### config.mk
export PLATFORM = sky130hd
export DESIGN_NAME = hzd_fwd_ctrl
export DESIGN_NICKNAME = d
export VERILOG_FILES = /design/src/rtl/hzd_pkg.sv /design/src/rtl/fwd_pick.sv /design/src/rtl/hazard_core.sv /design/src/rtl/hzd_fwd_ctrl.sv
export SDC_FILE = /design/constraint.sdc
export NUM_CORES = 1
export LEC_CHECK = 0
export BUFFER_PORTS_ARGS = -buffer_cell sky130_fd_sc_hd__buf_2
export CAP_MARGIN = 20
export CORE_AREA = 2 2 39 41
export DETAILED_ROUTE_END_ITERATION = 7
export DIE_AREA = 0 0 41 43
export PLACE_DENSITY = 0.67
export SYNTH_ARGS = -nofsm -noshare
export SYNTH_HDL_FRONTEND = slang
export SYNTH_SLANG_ARGS = --single-unit
### constraint.sdc
create_clock -name vclk -period 1.75
set_input_delay 0.2625 -clock vclk [all_inputs]
set_output_delay 0.2625 -clock vclk [all_outputs]
set_load 0.02 [all_outputs]
### src/rtl/hzd_pkg.sv
package hzd_pkg;
  typedef enum logic [1:0] {
    FWD_RF = 2'd0,
    FWD_EX = 2'd1,
    FWD_WB = 2'd2
  } fwd_sel_e;
endpackage

### src/rtl/fwd_pick.sv
module fwd_pick
  import hzd_pkg::*;
#(
  parameter int RA_W = 5
) (
  input  logic            clk,
  input  logic            rst_n,
  input  logic            src_used,
  input  logic [RA_W-1:0] src_reg,
  input  logic [RA_W-1:0] ex_rd,
  input  logic            ex_wen,
  input  logic [RA_W-1:0] wb_rd,
  input  logic            wb_wen,
  output fwd_sel_e        sel,
  output logic            ex_hit,
  output logic            wb_hit
);
  // A producer matches only if it really writes, targets a nonzero register
  // and the consumer actually reads that operand.
  function automatic logic producer_match(input logic used, input logic [RA_W-1:0] rs,
                                          input logic [RA_W-1:0] rd, input logic wen);
    return used && wen && (rd != '0) && (rd == rs);
  endfunction

  assign ex_hit = producer_match(src_used, src_reg, ex_rd, ex_wen);
  assign wb_hit = producer_match(src_used, src_reg, wb_rd, wb_wen);

  always_comb begin
    if (ex_hit)      sel = FWD_EX;
    else if (wb_hit) sel = FWD_WB;
    else             sel = FWD_RF;
  end


  x0_no_fwd_chk: assert property (@(posedge clk) disable iff (!rst_n)
    (src_reg == '0) |-> (sel == FWD_RF));


  young_first_chk: assert property (@(posedge clk) disable iff (!rst_n)
    (ex_hit && wb_hit) |-> (sel == FWD_EX));


  unused_src_chk: assert property (@(posedge clk) disable iff (!rst_n)
    !src_used |-> (sel == FWD_RF));
endmodule

### src/rtl/hazard_core.sv
module hazard_core #(
  parameter int RA_W = 5
) (
  input  logic            clk,
  input  logic            rst_n,
  input  logic [RA_W-1:0] id_rs1,
  input  logic [RA_W-1:0] id_rs2,
  input  logic            id_rs1_used,
  input  logic            id_rs2_used,
  input  logic [RA_W-1:0] ex_rd,
  input  logic            ex_wen,
  input  logic            ex_is_load,
  input  logic            redirect,
  input  logic            fpu_busy,
  output logic            load_use,
  output logic            hold_req,
  output logic            pc_hold,
  output logic            ifid_hold,
  output logic            ex_bubble,
  output logic            if_kill,
  output logic            id_kill
);
  // Load-use test ignores whether a bypass could have covered it.
  function automatic logic reads_reg(input logic used, input logic [RA_W-1:0] rs,
                                     input logic [RA_W-1:0] rd);
    return used && (rs == rd);
  endfunction

  assign load_use = ex_is_load && ex_wen && (ex_rd != '0) &&
                    (reads_reg(id_rs1_used, id_rs1, ex_rd) ||
                     reads_reg(id_rs2_used, id_rs2, ex_rd));

  assign hold_req  = load_use || fpu_busy;

  // Redirect takes precedence over every hold.
  assign if_kill   = redirect;
  assign id_kill   = redirect;
  assign pc_hold   = hold_req && !redirect;
  assign ifid_hold = hold_req && !redirect;
  assign ex_bubble = hold_req && !redirect;


  kill_over_hold_chk: assert property (@(posedge clk) disable iff (!rst_n)
    if_kill |-> (!pc_hold && !ifid_hold && !ex_bubble));


  fpu_hold_chk: assert property (@(posedge clk) disable iff (!rst_n)
    (fpu_busy && !redirect) |-> (pc_hold && ifid_hold && ex_bubble));


  load_use_hold_chk: assert property (@(posedge clk) disable iff (!rst_n)
    (load_use && !if_kill) |-> (pc_hold && ex_bubble));


  kill_pair_chk: assert property (@(posedge clk) disable iff (!rst_n)
    (if_kill == id_kill));
endmodule

### src/rtl/hzd_fwd_ctrl.sv
module hzd_fwd_ctrl
  import hzd_pkg::*;
#(
  parameter int RA_W = 5
) (
  input  logic            clk,
  input  logic            rst_n,
  input  logic [RA_W-1:0] id_rs1,
  input  logic [RA_W-1:0] id_rs2,
  input  logic            id_rs1_used,
  input  logic            id_rs2_used,
  input  logic [RA_W-1:0] ex_rd,
  input  logic            ex_rd_wen,
  input  logic            ex_is_load,
  input  logic [RA_W-1:0] wb_rd,
  input  logic            wb_rd_wen,
  input  logic            ex_redirect,
  input  logic            fpu_busy,
  output logic [1:0]      fwd_a,
  output logic [1:0]      fwd_b,
  output logic            pc_hold,
  output logic            ifid_hold,
  output logic            ex_bubble,
  output logic            if_kill,
  output logic            id_kill
);
  localparam int N_OPS = 2;

  logic [RA_W-1:0] op_reg  [N_OPS];
  logic            op_used [N_OPS];
  fwd_sel_e        op_sel  [N_OPS];
  logic            op_ex_hit [N_OPS];
  logic            op_wb_hit [N_OPS];
  logic            load_use;
  logic            hold_req;

  assign op_reg[0]  = id_rs1;
  assign op_reg[1]  = id_rs2;
  assign op_used[0] = id_rs1_used;
  assign op_used[1] = id_rs2_used;

  for (genvar k = 0; k < N_OPS; k++) begin : g_op
    fwd_pick #(.RA_W(RA_W)) u_pick (
      .clk      (clk),
      .rst_n    (rst_n),
      .src_used (op_used[k]),
      .src_reg  (op_reg[k]),
      .ex_rd    (ex_rd),
      .ex_wen   (ex_rd_wen),
      .wb_rd    (wb_rd),
      .wb_wen   (wb_rd_wen),
      .sel      (op_sel[k]),
      .ex_hit   (op_ex_hit[k]),
      .wb_hit   (op_wb_hit[k])
    );
  end

  assign fwd_a = op_sel[0];
  assign fwd_b = op_sel[1];

  hazard_core #(.RA_W(RA_W)) u_hz (
    .clk         (clk),
    .rst_n       (rst_n),
    .id_rs1      (id_rs1),
    .id_rs2      (id_rs2),
    .id_rs1_used (id_rs1_used),
    .id_rs2_used (id_rs2_used),
    .ex_rd       (ex_rd),
    .ex_wen      (ex_rd_wen),
    .ex_is_load  (ex_is_load),
    .redirect    (ex_redirect),
    .fpu_busy    (fpu_busy),
    .load_use    (load_use),
    .hold_req    (hold_req),
    .pc_hold     (pc_hold),
    .ifid_hold   (ifid_hold),
    .ex_bubble   (ex_bubble),
    .if_kill     (if_kill),
    .id_kill     (id_kill)
  );


  dead_producer_chk: assert property (@(posedge clk) disable iff (!rst_n)
    (!ex_rd_wen && !wb_rd_wen) |-> (fwd_a == 2'd0 && fwd_b == 2'd0));


  load_hit_ex_chk: assert property (@(posedge clk) disable iff (!rst_n)
    load_use |-> (op_ex_hit[0] || op_ex_hit[1]));


  quiet_chk: assert property (@(posedge clk) disable iff (!rst_n)
    (!hold_req && !ex_redirect) |-> !(pc_hold || ifid_hold || ex_bubble || if_kill || id_kill));


  wb_only_chk: assert property (@(posedge clk) disable iff (!rst_n)
    (op_wb_hit[0] && !op_ex_hit[0]) |-> (fwd_a == 2'd2));
endmodule

==> flow_results.org <==
** Detailed routing
- Number of vias per cell after detailed routing :: between 4 and 5
- Wire length after detailed routing :: around 1.1 mm
- For this run, design rule violations remaining after detail routing come to 0.
- DRT antenna net count :: 0
- The detailed router finished its first iteration with 0 violations.
- First drt pass iteration count :: 1
- Summing over every cut layer, the via total after detailed routing is 458.
- Routed wire length per instance :: 10.6 µm

** Critical path
- The worst setup path is of the in2out kind.
- Data arrival time of the critical path :: ~1.5 ns
- STA classifies the critical path startpoint as an input port.
- WP data required :: roughly 1.5 ns
- In this run the worst path has a maximum fanout of 3.
- The worst setup path is captured at an output port.
- The most critical setup path has its startpoint at id_rs1[2].
- The critical path ends at ex_bubble.

** Floorplanning
- In this run the vertical extent of the chip is between 40 and 50 µm.
- The floorplan step defined a die boundary enclosing between 0.0015 and 0.002 mm².
- In this run the core area contains 14 standard-cell rows.
- During I/O placement, the number of pins put on the boundary was 38.
- The core region is roughly 0.0014 mm².
- Once the floorplan was initialized, standard cells occupied around a quarter of the core.
- Measured along the x axis, the die boundary spans 41 µm.

** STA
- Of the available clock period, the critical path in the final layout requires 101%.
- Measured slew at the worst slew-check pin :: between 0.2 and 0.3 ns
- Setup repair after global routing missed its margin :: true
- Worst max-slew margin expressed relative to the limit :: about 80%
- Final hold analysis gives a worst-case slack of about 0.8 ns.
- Derived from the worst setup path, the maximum achievable clock frequency is 0.566 GHz.
- Total setup violations reported at the end of the flow :: 4
- The count of final max-slew check failures is 0.
- Hold Violations, Final :: 0
- Setup slack after layout :: -0.0167 ns
- Minimum clock period after layout :: between 1.5 and 2 ns

** Run status
- Run status :: finished with violations
- Failing checks :: setup timing

** Logic synthesis
- The Yosys step of the flow raised 0 warnings.
- Gate count after technology mapping :: 45
- Syn avg cell area :: ~7.5 µm²
- Number of nets in the synthesized netlist :: 74
- Portion of synthesized cell area occupied by the leading cell type :: a little over two fifths
- Count of unique library cells instantiated by Yosys :: 14
- Most area-hungry cell type in the Yosys netlist :: sky130_fd_sc_hd__xor2_1
- Ranking of synthesized cells by area :: sky130_fd_sc_hd__xor2_1, sky130_fd_sc_hd__buf_4, sky130_fd_sc_hd__xnor2_1
- The synthesized netlist occupies a cell area of 337 µm².
- Part of the Yosys area used for sequential elements :: 0%

** GRT
- The initial antenna violation count was 0.
- The first global-routing pass estimated about 1.6 mm of wire.
- Pin count of the biggest net entering global routing :: 4
- For this run, the total global-route usage over all layers was measured as around an eighth.
- Number of global-route vias before repair :: approximately 430
- Total overflow reported by the global router :: 0

** Power
- Power spread over the standard cell area amounts to 222 mW/mm².
- Peak VDD IR :: approximately 90 µV
- Leak Pwr :: ~0.33 nW

** Finish
- Antenna cell count :: 0
- Number of nets in the final layout :: between 100 and 150
- Synth-to-Final Area Change :: 100%
- In the finished design the tool counted flip-flops and latches totalling 0.
- After layout, the clock buffer instance count stands at 0.
- Share of cells above drive strength 1 :: about two thirds
- Across the whole layout, storage elements account for 0 µm².

** Place
- Final weighted congestion of routability-driven global placement :: 0.733
- The HPWL after detailed placement is roughly 950 µm.
- Port Buffers :: 36
- Post-Place Setup Slack :: -0.126 ns

** Hold path
- The path class of the tightest hold or removal check is in2out.

** Run
- The tool flagged a number of max-cap violations equal to 0.
[final cells by class]
class	instances	area [µm²]
fill	141	711
timing repair buffer	46	313
tap	16	20.0
inverter	1	3.75
multi-input combinational	38	337
[worst min-delay path by stage]
stage                startpoint       to  slack, ns  cells past startpoint
floorplan           ex_redirect  id_kill       0.64                      1
global placement    ex_redirect  if_kill       0.77                      2
detailed placement  ex_redirect  if_kill       0.77                      2
CTS                 ex_redirect  if_kill       0.77                      2
global route        ex_redirect  if_kill       0.80                      2
finish              ex_redirect  if_kill       0.78                      2
[cell families (layout without fill, tap and decap cells)]
| kind of cell | count (synthesis) | in the layout | share of synthesized area, % |
|---|---|---|---|
| buffers and inverters | 7 | 47 | 14.5 |
| xor gates and xnor gates | 20 | 20 | 52.0 |
| and+or+nand+nor | 14 | 14 | 24.2 |
| AOI/OAI and AO/OA | 4 | 4 | 9.29 |
[stage by stage]
stage / cells / utilization (%) / TNS [ns] / power [mW] / instance area [µm²]
global route: 101 / 48.6 / -0.420 / 0.163 / 673
floorplan: 45 / - / 0 / 0.0597 / 347
detailed placement: 100 / 41.1 / -0.418 / 0.125 / 569
finish: 101 / 48.6 / -0.0597 / 0.150 / 673
CTS: 101 / 45.3 / -0.264 / 0.138 / 627
global placement: 100 / 41.1 / -0.357 / 0.122 / 569
[layout by cell type, fill, tap and decap left out]
cell type and count:
sky130_fd_sc_hd__nor4_2 2, sky130_fd_sc_hd__or4_1 1, sky130_fd_sc_hd__buf_6 8, sky130_fd_sc_hd__nor4_1 2, sky130_fd_sc_hd__inv_1 1, sky130_fd_sc_hd__buf_2 25, sky130_fd_sc_hd__xor2_2 1, sky130_fd_sc_hd__o21ba_4 1
sky130_fd_sc_hd__buf_4 13, sky130_fd_sc_hd__xor2_1 15, sky130_fd_sc_hd__o21ai_0 1, sky130_fd_sc_hd__nor3_2 2, sky130_fd_sc_hd__o21ai_4 1, sky130_fd_sc_hd__a211oi_2 1, sky130_fd_sc_hd__xnor2_1 4, sky130_fd_sc_hd__or4_4 1
sky130_fd_sc_hd__nor2_1 2, sky130_fd_sc_hd__nand3_1 4
[metal layers]
| metal | GRT usage [%] | wire [µm] | share of wire, % |
|---|---|---|---|
| met1 | 14.2 | 373 | 35 |
| met2 | 23.8 | 554 | 52 |
| met3 | 0.524 | 143 | 13 |
| met4 | 0 | 0 | 0 |
| met5 | 0 | 0 | 0 |
[synth_stat cells]
| library cell | n |
|---|---|
| sky130_fd_sc_hd__a211oi_1 | 1 |
| sky130_fd_sc_hd__buf_4 | 6 |
| sky130_fd_sc_hd__inv_1 | 1 |
| sky130_fd_sc_hd__nand3_1 | 4 |
| sky130_fd_sc_hd__nor2_1 | 2 |
| sky130_fd_sc_hd__nor3_1 | 2 |
| sky130_fd_sc_hd__nor4_1 | 4 |
| sky130_fd_sc_hd__o21ai_0 | 1 |
| sky130_fd_sc_hd__o21ai_2 | 1 |
| sky130_fd_sc_hd__o21ba_1 | 1 |
| sky130_fd_sc_hd__or4_1 | 1 |
| sky130_fd_sc_hd__or4_4 | 1 |
| sky130_fd_sc_hd__xnor2_1 | 4 |
| sky130_fd_sc_hd__xor2_1 | 16 |
[power by group]
group | switching (mW) | internal (mW)
combinational | 0.0680 | 0.0815
sequential | 0 | 0
clock | 0 | 0
total | 0.0680 | 0.0815
[critical path, stage by stage]
cell	delay [ns]
sky130_fd_sc_hd__buf_6	0.10
sky130_fd_sc_hd__xor2_1	0.16
sky130_fd_sc_hd__nor4_2	0.30
sky130_fd_sc_hd__nand3_1	0.15
sky130_fd_sc_hd__a211oi_2	0.24
sky130_fd_sc_hd__o21ba_4	0.18
sky130_fd_sc_hd__buf_6	0.12
[repair_timing]
action,in CTS,in global routing
pin swaps,5,3
hold buffers,0,0
setup buffers,1,0
endpoints found under the setup margin,6,7
gates resized for setup,14,9
Note: power is estimated with default switching activity, not from simulation.
